$ cat src/rtl/hws_pkg.sv
package hws_pkg;

  // Smallest legal window spacing: one instruction cycle of two clocks.
  localparam int unsigned MIN_PERIOD = 2;

  typedef enum logic [1:0] {
    ST_IDLE,
    ST_RD_FETCH,
    ST_RD_RET
  } acc_state_e;

  // Clamp a programmed period to the legal floor.
  function automatic int unsigned eff_period(input int unsigned raw);
    return (raw < MIN_PERIOD) ? MIN_PERIOD : raw;
  endfunction

endpackage

$ cat src/rtl/hws_slot_timer.sv
module hws_slot_timer #(
  parameter int PER_W      = 5,
  parameter int DEF_PERIOD = 16
) (
  input  logic             clk,
  input  logic             rst_n,
  input  logic             cfg_wr_i,
  input  logic [PER_W-1:0] cfg_period_i,
  output logic             win_o
);

  localparam logic [PER_W-1:0] RST_PERIOD = PER_W'(hws_pkg::eff_period(DEF_PERIOD));

  logic [PER_W-1:0] pend_q;   // last written period
  logic [PER_W-1:0] act_q;    // period of the interval in progress
  logic [PER_W-1:0] cnt_q;    // clocks left until the next window
  logic [PER_W-1:0] eff_next;
  logic             win;

  always_comb begin
    eff_next = PER_W'(hws_pkg::eff_period(32'(pend_q)));
    win      = (cnt_q == '0);
  end

  always_ff @(posedge clk or negedge rst_n) begin
    if (!rst_n) begin
      pend_q <= RST_PERIOD;
      act_q  <= RST_PERIOD;
      cnt_q  <= '0;
    end else begin
      if (cfg_wr_i) pend_q <= cfg_period_i;
      if (win) begin
        act_q <= eff_next;
        cnt_q <= eff_next - 1'b1;
      end else begin
        cnt_q <= cnt_q - 1'b1;
      end
    end
  end

  assign win_o = win;


  cnt_in_period_chk: assert property (@(posedge clk) disable iff (!rst_n)
    cnt_q < act_q);


  no_back_to_back_win_chk: assert property (@(posedge clk) disable iff (!rst_n)
    win |=> !win);


  period_held_mid_interval_chk: assert property (@(posedge clk) disable iff (!rst_n)
    !win |=> $stable(act_q));

endmodule

$ cat src/rtl/hws_access_fsm.sv
module hws_access_fsm (
  input  logic clk,
  input  logic rst_n,
  input  logic win_i,
  input  logic req_i,
  input  logic we_i,
  output logic fire_o,
  output logic wr_done_o,
  output logic rd_capture_o,
  output logic rd_done_o
);

  import hws_pkg::*;

  acc_state_e state_q, state_d;
  logic       fire;

  always_comb begin
    fire    = win_i && req_i && (state_q == ST_IDLE);
    state_d = state_q;
    case (state_q)
      ST_IDLE:     if (fire && !we_i) state_d = ST_RD_FETCH;
      ST_RD_FETCH: state_d = ST_RD_RET;
      ST_RD_RET:   state_d = ST_IDLE;
      default:     state_d = ST_IDLE;
    endcase
  end

  always_ff @(posedge clk or negedge rst_n) begin
    if (!rst_n) state_q <= ST_IDLE;
    else        state_q <= state_d;
  end

  assign fire_o       = fire;
  assign wr_done_o    = fire && we_i;
  assign rd_capture_o = (state_q == ST_RD_FETCH);
  assign rd_done_o    = (state_q == ST_RD_RET);


  rd_fetch_follows_fire_chk: assert property (@(posedge clk) disable iff (!rst_n)
    (fire && !we_i) |=> rd_capture_o);


  rd_done_follows_fetch_chk: assert property (@(posedge clk) disable iff (!rst_n)
    rd_capture_o |=> rd_done_o);


  single_fire_chk: assert property (@(posedge clk) disable iff (!rst_n)
    fire |=> !fire);

endmodule

$ cat src/rtl/hws_lane_unit.sv
module hws_lane_unit #(
  parameter int ADDR_W = 10,
  parameter int DATA_W = 32
) (
  input  logic                                   clk,
  input  logic                                   rst_n,
  input  logic                                   size_long_i,
  input  logic [ADDR_W-1:0]                      addr_i,
  input  logic [DATA_W-1:0]                      wdata_i,
  input  logic [DATA_W-1:0]                      mem_rdata_i,
  input  logic                                   capture_i,
  output logic [ADDR_W-$clog2(DATA_W/8)-1:0]     mem_addr_o,
  output logic [DATA_W/8-1:0]                    mem_be_o,
  output logic [DATA_W-1:0]                      mem_wdata_o,
  output logic [DATA_W-1:0]                      rdata_o
);

  localparam int LANES = DATA_W / 8;
  localparam int LSB_W = $clog2(LANES);

  logic [LSB_W-1:0]  lane_sel;
  logic [7:0]        byte_pick;
  logic [DATA_W-1:0] rd_fmt;
  logic [DATA_W-1:0] rdata_q;

  assign lane_sel   = addr_i[LSB_W-1:0];
  assign mem_addr_o = addr_i[ADDR_W-1:LSB_W];

  for (genvar g = 0; g < LANES; g++) begin : g_lane
    assign mem_be_o[g]          = size_long_i || (lane_sel == LSB_W'(g));
    assign mem_wdata_o[g*8 +: 8] = size_long_i ? wdata_i[g*8 +: 8] : wdata_i[7:0];
  end

  always_comb begin
    byte_pick = mem_rdata_i[{lane_sel, 3'b000} +: 8];
    rd_fmt    = size_long_i ? mem_rdata_i : {{(DATA_W-8){1'b0}}, byte_pick};
  end

  always_ff @(posedge clk or negedge rst_n) begin
    if (!rst_n)         rdata_q <= '0;
    else if (capture_i) rdata_q <= rd_fmt;
  end

  assign rdata_o = rdata_q;

endmodule

$ cat src/rtl/hub_window_sched.sv
module hub_window_sched #(
  parameter int PER_W      = 5,
  parameter int DEF_PERIOD = 16,
  parameter int ADDR_W     = 10,
  parameter int DATA_W     = 32
) (
  input  logic                               clk,
  input  logic                               rst_n,
  input  logic                               cfg_wr_i,
  input  logic [PER_W-1:0]                   cfg_period_i,
  input  logic                               req_i,
  input  logic                               we_i,
  input  logic                               size_long_i,
  input  logic [ADDR_W-1:0]                  addr_i,
  input  logic [DATA_W-1:0]                  wdata_i,
  output logic                               stall_o,
  output logic                               done_o,
  output logic [DATA_W-1:0]                  rdata_o,
  output logic                               win_o,
  output logic                               mem_en_o,
  output logic                               mem_we_o,
  output logic [ADDR_W-$clog2(DATA_W/8)-1:0] mem_addr_o,
  output logic [DATA_W/8-1:0]                mem_be_o,
  output logic [DATA_W-1:0]                  mem_wdata_o,
  input  logic [DATA_W-1:0]                  mem_rdata_i
);

  logic win, fire, wr_done, rd_capture, rd_done;

  hws_slot_timer #(
    .PER_W      (PER_W),
    .DEF_PERIOD (DEF_PERIOD)
  ) timer_i (
    .clk          (clk),
    .rst_n        (rst_n),
    .cfg_wr_i     (cfg_wr_i),
    .cfg_period_i (cfg_period_i),
    .win_o        (win)
  );

  hws_access_fsm fsm_i (
    .clk          (clk),
    .rst_n        (rst_n),
    .win_i        (win),
    .req_i        (req_i),
    .we_i         (we_i),
    .fire_o       (fire),
    .wr_done_o    (wr_done),
    .rd_capture_o (rd_capture),
    .rd_done_o    (rd_done)
  );

  hws_lane_unit #(
    .ADDR_W (ADDR_W),
    .DATA_W (DATA_W)
  ) lane_i (
    .clk         (clk),
    .rst_n       (rst_n),
    .size_long_i (size_long_i),
    .addr_i      (addr_i),
    .wdata_i     (wdata_i),
    .mem_rdata_i (mem_rdata_i),
    .capture_i   (rd_capture),
    .mem_addr_o  (mem_addr_o),
    .mem_be_o    (mem_be_o),
    .mem_wdata_o (mem_wdata_o),
    .rdata_o     (rdata_o)
  );

  assign win_o    = win;
  assign mem_en_o = fire;
  assign mem_we_o = wr_done;
  assign done_o   = wr_done || rd_done;
  assign stall_o  = req_i && !done_o;


  byte_single_lane_chk: assert property (@(posedge clk) disable iff (!rst_n)
    (mem_en_o && !size_long_i) |-> ($countones(mem_be_o) == 1));


  write_retires_in_window_chk: assert property (@(posedge clk) disable iff (!rst_n)
    (mem_en_o && we_i) |-> (done_o && win_o));


  no_access_while_done_chk: assert property (@(posedge clk) disable iff (!rst_n)
    (done_o && !we_i) |-> !mem_en_o);

endmodule

$ cat config.mk
export PLATFORM = sky130hd
export DESIGN_NAME = hub_window_sched
export DESIGN_NICKNAME = d
export VERILOG_FILES = /design/src/rtl/hws_pkg.sv /design/src/rtl/hws_slot_timer.sv /design/src/rtl/hws_access_fsm.sv /design/src/rtl/hws_lane_unit.sv /design/src/rtl/hub_window_sched.sv
export SDC_FILE = /design/constraint.sdc
export NUM_CORES = 1
export LEC_CHECK = 0
export BUFFER_PORTS_ARGS = -buffer_cell sky130_fd_sc_hd__buf_2
export CAP_MARGIN = 5
export CELL_PAD_IN_SITES_DETAIL_PLACEMENT = 1
export CELL_PAD_IN_SITES_GLOBAL_PLACEMENT = 2
export CORE_UTILIZATION = 22
export DETAILED_ROUTE_END_ITERATION = 8
export GPL_TIMING_DRIVEN = 0
export PLACE_DENSITY_LB_ADDON = 0.12
export SLEW_MARGIN = 20
export SYNTH_ARGS = -nofsm -noshare
export SYNTH_HDL_FRONTEND = slang
export SYNTH_HIERARCHICAL = 1
export SYNTH_SLANG_ARGS = --single-unit
$ cat constraint.sdc
create_clock -name clk -period 1.95 [get_ports clk]
set_input_delay 0.0975 -clock clk [delete_from_list [all_inputs] [get_ports clk]]
set_output_delay 0.0975 -clock clk [all_outputs]
set_load 0.005 [all_outputs]
==> results of run 1 <==
## kinds of logic (layout without fill, tap and decap cells)
kind of cell | count (synthesis) | after routing | synth area share, %
compound gates | 61 | 61 | 14.90
xor+xnor | 1 | 1 | 0.3444
fa+ha+maj | 1 | 1 | 0.4918
buf+inv | 62 | 231 | 12.94
flops | 44 | 44 | 43.34
mux | 14 | 14 | 5.804
simple gates | 118 | 118 | 22.18
## sequential cells by signal, indices dropped and copies added (netlist names)
signal,cells
fsm_i/state_q,2
lane_i/rdata_o,32
timer_i/cnt_q,5
timer_i/pend_q,5
## worst max-delay path, delay by kind of cell, from the launching register on
kind	cells	cell delay, ns
buf+inv	1	0.12
simple gates	5	0.93
flops	1	0.42
## metal layers
metal	vias to the layer above	routed length, um	track usage, %
met4	0	40	2.857
li1	1321	-	-
met1	1235	3998	19.12
met2	79	4728	27.00
met5	-	0	0
met3	4	507	3.675
## metrics by stage
step           utilization (%)  cells  area, um2  total power [mW]
2_1_floorplan                -    301       2544             2.192
3_3_place_gp             31.68    596       3495             2.867
3_5_place_dp             31.68    596       3495             2.915
4_1_cts                  33.46    606       3691             3.959
5_1_grt                  33.85    610       3734             4.256
6_report                 33.85    610       3734             3.930
## cell type report
| class | count | area (um2) |
|---|---|---|
| timing repair buffer | 161 | 828.3 |
| multi-input combinational | 195 | 1120 |
| buffer | 34 | 224.0 |
| fill | 1380 | 7297 |
| clock buffer | 6 | 138.9 |
| inverter | 28 | 105.1 |
| clock inverter | 2 | 38.79 |
| tap | 140 | 175.2 |
| sequential | 44 | 1104 |
## what timing repair did
action / CTS / global route
hold buffers: 1 / 1
endpoints found under the hold margin: 1 / 43
endpoints found under the setup margin: 3 / 3
pin swaps: 1 / 1
cloned: 0 / 0
resized for setup: 1 / 3
buffers inserted: 1 / 3
## where the power goes
part	internal [mW]	switching, mW	total (mW)
Combinational	0.698	0.708	1.41
Sequential	1.29	0.233	1.53
Clock	0.642	0.357	0.999
Total	2.63	1.30	3.93
## worst max path at each step
| stage | start | endpoint | slack, ns | cells past startpoint |
|---|---|---|---|---|
| after global routing | timer_i/cnt_q[0] | done_o | 0.002 | 6 |
| final | timer_i/cnt_q[0] | done_o | 0.10 | 6 |
| after floorplan | timer_i/cnt_q[1] | timer_i/cnt_q[4] | 0.24 | 7 |
| after CTS | timer_i/pend_q[4] | timer_i/cnt_q[4] | 0.02 | 7 |
| after detailed placement | timer_i/cnt_q[4] | timer_i/cnt_q[4] | -0.03 | 7 |
| after global placement | timer_i/cnt_q[1] | timer_i/cnt_q[4] | 0.09 | 7 |
## cell usage after synthesis
library cell	n	area share, %
dfstp_2	1	1.0
nor3_4	1	0.64
nor3_1	5	0.98
xnor2_1	1	0.34
and2_1	2	0.49
o211a_1	1	0.39
ha_1	1	0.49
o21bai_1	1	0.30
buf_6	3	1.3
a21o_1	2	0.59
buf_4	18	5.3
o21ai_1	25	4.9
o21ai_0	1	0.20
and3b_1	1	0.34
mux2_2	5	2.2
mux2i_1	8	3.1
a31oi_1	11	2.7
inv_2	1	0.15
a211o_1	8	2.8
and2b_1	1	0.30
nor3b_1	1	0.30
nand2_1	56	8.3
a21oi_1	10	2.0
dfrtp_1	43	42
o21bai_4	1	0.74
mux2_1	1	0.44
or2_2	1	0.25
buf_2	5	0.98
clkbuf_1	8	1.2
inv_1	27	4.0
nor2b_1	4	0.98
nand3_1	24	4.7
nor2_1	9	1.3
nand2b_1	10	2.5
nor3_2	1	0.39
and4bb_2	1	0.49
a41oi_1	1	0.34
or2_1	1	0.25
==> impl_metrics.tcl, run 1 <==
set metrics [dict create \
    status "finished clean" \
    fin_worst_skew_ns 0.01078 \
    final_common_cell "buf_2" \
    crit_required_ns 1.85 \
    netlist_instances 301 \
    track_usage_pct 15.35 \
    setup_tns_ns 0 \
    fin_crit_sh_pct 94.81 \
    syn-num-nets 387 \
    gp_congestion 0.7080 \
    num_vias 2639 \
    port-buffer-count 155 \
    rsz0062_at_grt "no" \
    hpwl_um 7310 \
    cts_sinks 44 \
    power.static_leakage_nw 2.023 \
    io-pin-count 166 \
    max_freq_ghz 0.5409 \
    r2r_start "timer_i/pend_q[4]" \
    critPathArrivalTime_ns 1.75 \
    syn_area_per_cell_um2 8.451 \
    clkTransAtPathRegs_ns 0.06 \
    holdWs_ns 0.04894 \
    ys_seq_area_share_pct 43.33 \
    yosysWarnings 6 \
    slowest_stage "dfrtp_1" \
    syn_area_mm2 0.002544 \
    r2r_slack_ns 0.14 \
    drc 0 \
    drv_cap 0 \
    worstSkewPairLatency_ns 0.28 \
    cp_cell_sequence "nor3_4, and2_4, and4bb_2, and2_1, or2_1, buf_2" \
    startpoint_type "register" \
    finalMaxSlewViolations 0 \
    grt_max_degree 45 \
    tightest_slew_ns 0.5952 \
    vdd_drop_max_mv 0.4419 \
    wl_per_cell_um 15.20 \
    start_util_pct 23.06 \
    drive_above_1_share_pct 44.47 \
    max_slew_margin_pct 60.32 \
    die_h_um 109.5 \
    cts-buffers-inserted 5 \
    avgViaCountPerCell 4.326 \
    core_mm2 0.01103 \
    first_global_vias 2756 \
    final_hold_viol_count 0 \
    antenna_cells 0 \
    clock_path_buffers 2 \
    htree_levels 2 \
    power-per-cell-area_mw_per_mm2 1053 \
    hold_end "timer_i/pend_q[2]" \
    syn2layout_area_growth_pct 46.78 \
    worstHoldStart "cfg_period_i[2]" \
    nets 555 \
    grt_pass1_wl_um 14080 \
    drt_pass1_iterations 4 \
    critPathKind "reg -> out" \
    end_kind "primary output" \
    max_stage_delay_ns 0.42 \
    dieArea_mm2 0.01200 \
    setup_slack_ns 0.1011 \
    ant_nets 0 \
    drtIter0Drc 57 \
    dieWidth_um 109.5 \
    pre_cts_ws_ns -0.02644 \
    totalWireLength_um 9274 \
    r2r_end "timer_i/cnt_q[4]" \
    crit_fanout 4 \
    layout_common_cells "buf_2 (159), nand2_1 (56), dfrtp_1 (42)" \
    synth_cell_types 38 \
    cts_tree "yes" \
    antenna_found_initial 0 \
    num_rows 38 \
    ys_ff_latch 44 \
    grt_overflow 0 \
    layout_min_cycle_time_ns 1.849 \
    root_buffer "clkbuf_16" \
    setup_violations 0 \
    min_path_cells 2 \
    hp-class "in -> reg" \
    reg2regPathDepth 7 \
]
(Power assumes the default switching activity.)
==> run 2: changes to the inputs <==
--- a/config.mk
+++ b/config.mk
@@ -5,13 +5,15 @@
 export SDC_FILE = /design/constraint.sdc
 export NUM_CORES = 1
 export LEC_CHECK = 0
+export ABC_AREA = 1
 export BUFFER_PORTS_ARGS = -buffer_cell sky130_fd_sc_hd__buf_2
 export CAP_MARGIN = 5
 export CELL_PAD_IN_SITES_DETAIL_PLACEMENT = 1
 export CELL_PAD_IN_SITES_GLOBAL_PLACEMENT = 2
-export CORE_UTILIZATION = 22
+export CORE_UTILIZATION = 21
 export DETAILED_ROUTE_END_ITERATION = 8
 export GPL_TIMING_DRIVEN = 0
+export HOLD_SLACK_MARGIN = 0.15
 export PLACE_DENSITY_LB_ADDON = 0.12
 export SLEW_MARGIN = 20
 export SYNTH_ARGS = -nofsm -noshare
==> run 2 against run 1 <==
- final cell count grew 17%
- sequential power about the same
- clock power is 2.4% lower
- largest cell class is now non-clock buffers
- critical path type unchanged
- first-iteration DRC count decreased by 14%
- clock-buffer cell count unchanged
- non-clock buffer count rose by 33
- largest power group is now combinational cells
==> impl_metrics.tcl, run 2 <==
set metrics [dict create \
    synth_cell_types 28 \
    postPlaceCellArea_mm2 0.003585 \
    drv_cap 0 \
    drc 0 \
    fin_worst_skew_ns 0.005331 \
    layout_min_cycle_time_ns 1.790 \
    first_global_vias 3004 \
    antenna_cells 0 \
    layout_common_cells "buf_2 (164), nand2_1 (126), nand3_1 (58)" \
    reg2regPathDepth 8 \
    antenna_found_initial 0 \
    rsz0062_at_grt "no" \
    largest_register_ffs 32 \
    critPathKind "reg -> out" \
    finalMaxSlewViolations 0 \
    syn2layout_area_growth_pct 59.06 \
    hold_end "fsm_i/state_q[0]" \
    slowest_stage "dfrtp_1" \
    grt_max_degree 45 \
    hp-class "in -> reg" \
    worstSetupStartpoint "timer_i/cnt_q[3]" \
    fill_cells 1520 \
    r2r_start "timer_i/pend_q[4]" \
    grt_overflow 0 \
    setup_violations 0 \
    gp_congestion 0.7259 \
    fin_crit_sh_pct 91.80 \
    syn_area_mm2 0.002604 \
    end_kind "primary output" \
    r2r_slack_ns 0.49 \
    num_vias 2916 \
    dieArea_mm2 0.01285 \
    totalWireLength_um 9687 \
    io-pin-count 166 \
    synth_most_common_cell "nand2_1" \
    clock_path_buffers 2 \
    cts_tree "yes" \
    drive_above_1_share_pct 40.95 \
    synth_top_area_cell "dfrtp_1" \
    synthArstFlopShare_pct 100.0 \
    critical_path.top_delay_family "simple AND/OR/NAND/NOR gates" \
    ant_nets 0 \
    max_slew_margin_pct 59.77 \
    cp_cell_sequence "nor2_2, inv_2, nor2_8, nand2_1, inv_1, nand2_1, nor2_1, inv_1, nand2_2, nor2_2, buf_2" \
    netlist_instances 346 \
    synthFlopType "dfrtp_1" \
    worstHoldStart "req_i" \
    track_usage_pct 15.19 \
    tightest_slew_ns 0.6034 \
    status "finished clean" \
    cts_setup_buffers 0 \
    worstSkewPairLatency_ns 0.28 \
    critPathArrivalTime_ns 1.69 \
    hpwl_um 7506 \
    synth_area_leaders "dfrtp_1 (41%), nand2_1 (18%), nand3_1 (11%), buf_4 (5.2%), a21oi_2 (3.0%)" \
    grt_pass1_wl_um 15220 \
    max_stage_delay_ns 0.39 \
    crit_fanout 4 \
    postCtsHoldBufs 39 \
    drt_pass1_iterations 4 \
    max_freq_ghz 0.5586 \
    wl_per_cell_um 13.55 \
    cts-buffers-inserted 5 \
    min_path_cells 5 \
    root_buffer "clkbuf_16" \
    port-buffer-count 154 \
    cts_sinks 44 \
    num_rows 40 \
    dieWidth_um 113.4 \
    die_h_um 113.4 \
    power-per-cell-area_mw_per_mm2 983.1 \
    stdcell_area_mm2 0.004141 \
    final_common_cell "buf_2" \
    critPathBufInv 4 \
    synth_edf_count 0 \
    final_hold_viol_count 0 \
    crit_required_ns 1.85 \
    ys_seq_area_share_pct 42.34 \
    nets 632 \
    power.static_leakage_nw 2.269 \
    core_mm2 0.01206 \
    vdd_drop_max_mv 0.4128 \
    yosysTopAreaCellShare_pct 41.33 \
    syn-num-nets 432 \
    post_cts_resized 0 \
    synth.top_cells.by_count "nand2_1 (126), nand3_1 (58), dfrtp_1 (43)" \
    yosysWarnings 6 \
    clkTransAtPathRegs_ns 0.07 \
    setup_tns_ns 0 \
    start_util_pct 21.59 \
    startpoint_type "register" \
    drtIter0Drc 49 \
    htree_levels 2 \
    ys_ff_latch 44 \
    r2r_end "timer_i/cnt_q[4]" \
    syn_area_per_cell_um2 7.525 \
    avgViaCountPerCell 4.078 \
]
## run 2: worst reg2reg max path, cell delays in order, from the launching register on
cell and delay (ns):
dfstp_2 0.53, nor2_1 0.05, nand2_1 0.07, nand2_1 0.08
a21oi_2 0.20, ha_1 0.25, nand2_1 0.07, nand2_1 0.06
nand2_1 0.05
## run 2: layout make-up
type | count | area (um2) | area share [%]
repair buffers | 193 | 1164 | 28.10
plain buffers | 35 | 242.7 | 5.861
flip-flops and latches | 44 | 1102 | 26.62
clock buffers | 6 | 128.9 | 3.112
multi-input cells | 246 | 1180 | 28.49
clock inverters | 2 | 35.03 | 0.8459
well taps | 168 | 210.2 | 5.076
inverters | 21 | 78.83 | 1.903
## run 2: per-stage QoR
stage / setup WS [ns] / instances / hold WS (ns) / util [%] / total power [mW]
floorplan: 0.6092 / 346 / -0.1981 / - / 2.370
CTS: 0.1260 / 715 / 0.1708 / 34.32 / 4.144
finish: 0.1598 / 715 / 0.1655 / 34.34 / 4.072
global route: 0.02082 / 715 / 0.1974 / 34.34 / 4.400
detailed placement: 0.4463 / 668 / 0.2754 / 29.72 / 3.085
global placement: 0.4691 / 668 / 0.2690 / 29.72 / 3.048
## run 2: worst max-delay path by stage
stage | cells past startpoint | to
after floorplan | 6 | timer_i/cnt_q[2]
after global placement | 11 | stall_o
after detailed placement | 11 | stall_o
after CTS | 11 | stall_o
after global routing | 11 | stall_o
final | 11 | stall_o
## run 2: cell families after synthesis
group	Yosys count	share of synthesized area, %
AO/OA/AOI/OAI	26	6.872
XOR/XNOR	1	0.3364
adder cells (fa/ha/maj)	1	0.4805
buffers and inverters	56	12.35
flip-flops	44	42.34
multiplexers	2	0.8649
AND/OR/NAND/NOR	216	36.76
## run 2: power by group
part           internal, mW  switching [mW]  leakage (nW)
Clock                 0.604           0.371        0.0808
Sequential             1.31           0.223         0.503
Combinational         0.737           0.824          1.68
## run 2: metal layers
layer / global-route usage, % / part of all wire (%) / vias to the layer above
li1: - / - / 1482
met1: 19.36 / 46 / 1353
met2: 27.16 / 49 / 79
met3: 2.517 / 4.1 / 2
met4: 2.632 / 0.32 / 0
met5: 0 / 0 / -
==> run 3: changes to the inputs <==
--- a/config.mk
+++ b/config.mk
@@ -5,12 +5,11 @@
 export SDC_FILE = /design/constraint.sdc
 export NUM_CORES = 1
 export LEC_CHECK = 0
-export ABC_AREA = 1
 export BUFFER_PORTS_ARGS = -buffer_cell sky130_fd_sc_hd__buf_2
 export CAP_MARGIN = 5
 export CELL_PAD_IN_SITES_DETAIL_PLACEMENT = 1
 export CELL_PAD_IN_SITES_GLOBAL_PLACEMENT = 2
-export CORE_UTILIZATION = 21
+export CORE_UTILIZATION = 22
 export DETAILED_ROUTE_END_ITERATION = 8
 export GPL_TIMING_DRIVEN = 0
 export HOLD_SLACK_MARGIN = 0.15
==> run 3 against run 2 <==
- via count is 4.1% lower
- first-iteration DRC count rose by 35%
- total power down 1.5%
- hold slack worse by 0.0026 ns
- maximum frequency down 3.2%
- sequential power about the same
- combinational power is 4% lower
- clock-buffer cell count did not move
- wire length fell by 0.84%
- highest routed layer unchanged
==> impl_metrics.tcl, run 3 (synthesis gave the netlist of run 1 again) <==
set metrics [dict create \
    critPathKind "reg -> out" \
    nets 593 \
    drv_cap 0 \
    setup_tns_ns 0 \
    drt_pass1_iterations 4 \
    max_freq_ghz 0.5409 \
    num_rows 38 \
    tightest_slew_ns 0.5972 \
    holdWs_ns 0.1629 \
    vdd_drop_max_mv 0.4886 \
    switching_power_mw 1.316 \
    dieWidth_um 109.5 \
    finalMaxSlewViolations 0 \
    internal-power_mw 2.695 \
    hpwl_um 7310 \
    num_vias 2797 \
    die_h_um 109.5 \
    cp_cell_sequence "nor3_4, and2_4, and4bb_2, and2_1, or2_1, buf_2" \
    clock_path_buffers 2 \
    power_frac_comb_pct 37.0 \
    grt_pass1_wl_um 14800 \
    fill_cells 1368 \
    final_hold_viol_count 0 \
    fin_crit_sh_pct 94.80 \
    max_slew_margin_pct 60.19 \
    core_mm2 0.01103 \
    syn2layout_area_growth_pct 61.73 \
    first_global_vias 2948 \
    totalWireLength_um 9606 \
    dieArea_mm2 0.01200 \
    grt_overflow 0 \
    end_kind "primary output" \
    p_total_mw 4.011 \
    hp-class "in -> reg" \
    power.static_leakage_nw 2.183 \
    antenna_found_initial 0 \
    antenna_cells 0 \
    slowest_stage "dfrtp_1" \
    clockPowerShare_pct 24.9 \
    clkTransAtPathRegs_ns 0.06 \
    rsz0062_at_grt "no" \
    avgViaCountPerCell 4.316 \
    layout_min_cycle_time_ns 1.849 \
    track_usage_pct 16.04 \
    cts_tree "yes" \
    drc 0 \
    start_util_pct 23.06 \
    startpoint_type "register" \
    drive_above_1_share_pct 41.14 \
    critPathArrivalTime_ns 1.75 \
    wl_per_cell_um 14.82 \
    crit_fanout 4 \
    final_common_cell "buf_2" \
    setup_violations 0 \
    crit_required_ns 1.85 \
    cts_sinks 44 \
    htree_levels 2 \
    fin_worst_skew_ns 0.01067 \
    io-pin-count 166 \
    largest_register_ffs 32 \
    drtIter0Drc 66 \
    swShare_pct 32.81 \
    worstSkewPairLatency_ns 0.28 \
    power_frac_seq_pct 38.1 \
    stdcell_area_mm2 0.004114 \
    gp_congestion 0.7080 \
    root_buffer "clkbuf_16" \
    grt_max_degree 45 \
    port-buffer-count 155 \
    status "finished clean" \
    cts-buffers-inserted 5 \
    max_stage_delay_ns 0.42 \
    power-per-cell-area_mw_per_mm2 974.9 \
    ant_nets 0 \
    layout_common_cells "buf_2 (159), nand2_1 (56), dfrtp_1 (42)" \
    postPlaceCellArea_mm2 0.003495 \
]
[run 3: critical path: cells and delay by family, from the launching register on]
family / cells / cell delay [ns]
buffers and inverters: 1 / 0.12
DFF: 1 / 0.42
and+or+nand+nor: 5 / 0.93
[run 3: per-layer routing]
| metal | global-route usage [%] | vias to the layer above | wire [um] |
|---|---|---|---|
| li1 | - | 1399 | - |
| met1 | 19.55 | 1311 | 4106 |
| met2 | 29.25 | 85 | 4991 |
| met3 | 3.260 | 2 | 478 |
| met4 | 2.857 | 0 | 29 |
| met5 | 0 | - | 0 |
[run 3: power groups by stage]
stage / registers [mW] / clock network (mW) / logic, mW
floorplan: 1.55 / 0 / 0.642
global placement: 1.53 / 0 / 1.33
detailed placement: 1.55 / 0 / 1.37
CTS: 1.54 / 1.03 / 1.46
global route: 1.59 / 1.07 / 1.68
finish: 1.53 / 0.998 / 1.49
[run 3: cell type report]
| type | instances | area (um2) | share of cell area [%] |
|---|---|---|---|
| multi-input combinational | 195 | 1120 | 27.22 |
| clock inverter | 2 | 38.79 | 0.9428 |
| buffer | 34 | 224.0 | 5.444 |
| timing repair buffer | 199 | 1209 | 29.38 |
| sequential | 44 | 1104 | 26.82 |
| inverter | 28 | 105.1 | 2.555 |
| clock buffer | 6 | 138.9 | 3.376 |
| tap | 140 | 175.2 | 4.258 |
[run 3: worst paths after layout]
| check | startpoint | to | slack (ns) | depth (start not counted) |
|---|---|---|---|---|
| min in group asynchronous | rst_n | timer_i/pend_q[0] | 0.36 | 2 |
| setup reg to reg | timer_i/pend_q[4] | timer_i/cnt_q[4] | 0.14 | 7 |
| hold reg to reg | lane_i/rdata_o[28] | lane_i/rdata_o[28] | 0.50 | 2 |
| max in group asynchronous | rst_n | timer_i/cnt_q[4] | 1.15 | 2 |
| setup / recovery | timer_i/cnt_q[0] | done_o | 0.10 | 6 |
| hold / removal | size_long_i | lane_i/rdata_o[0] | 0.16 | 3 |
[run 3: metrics by stage]
step                      utilization [%]  setup slack (ns)  instances
final                               37.30            0.1013        648
after global routing                37.30          0.002385        648
after CTS                           37.00           0.02211        645
after detailed placement            31.68          -0.02644        596
after global placement              31.68           0.09353        596
after floorplan                         -            0.2358        301
[run 3: repair_timing]
action / 4_1_cts / 5_1_grt
gates resized for setup: 1 / 3
setup buffers: 1 / 3
endpoints found under the hold margin: 81 / 0
cloned: 0 / 0
setup endpoints to repair: 3 / 3
hold buffers: 40 / 0
pin swaps: 1 / 1
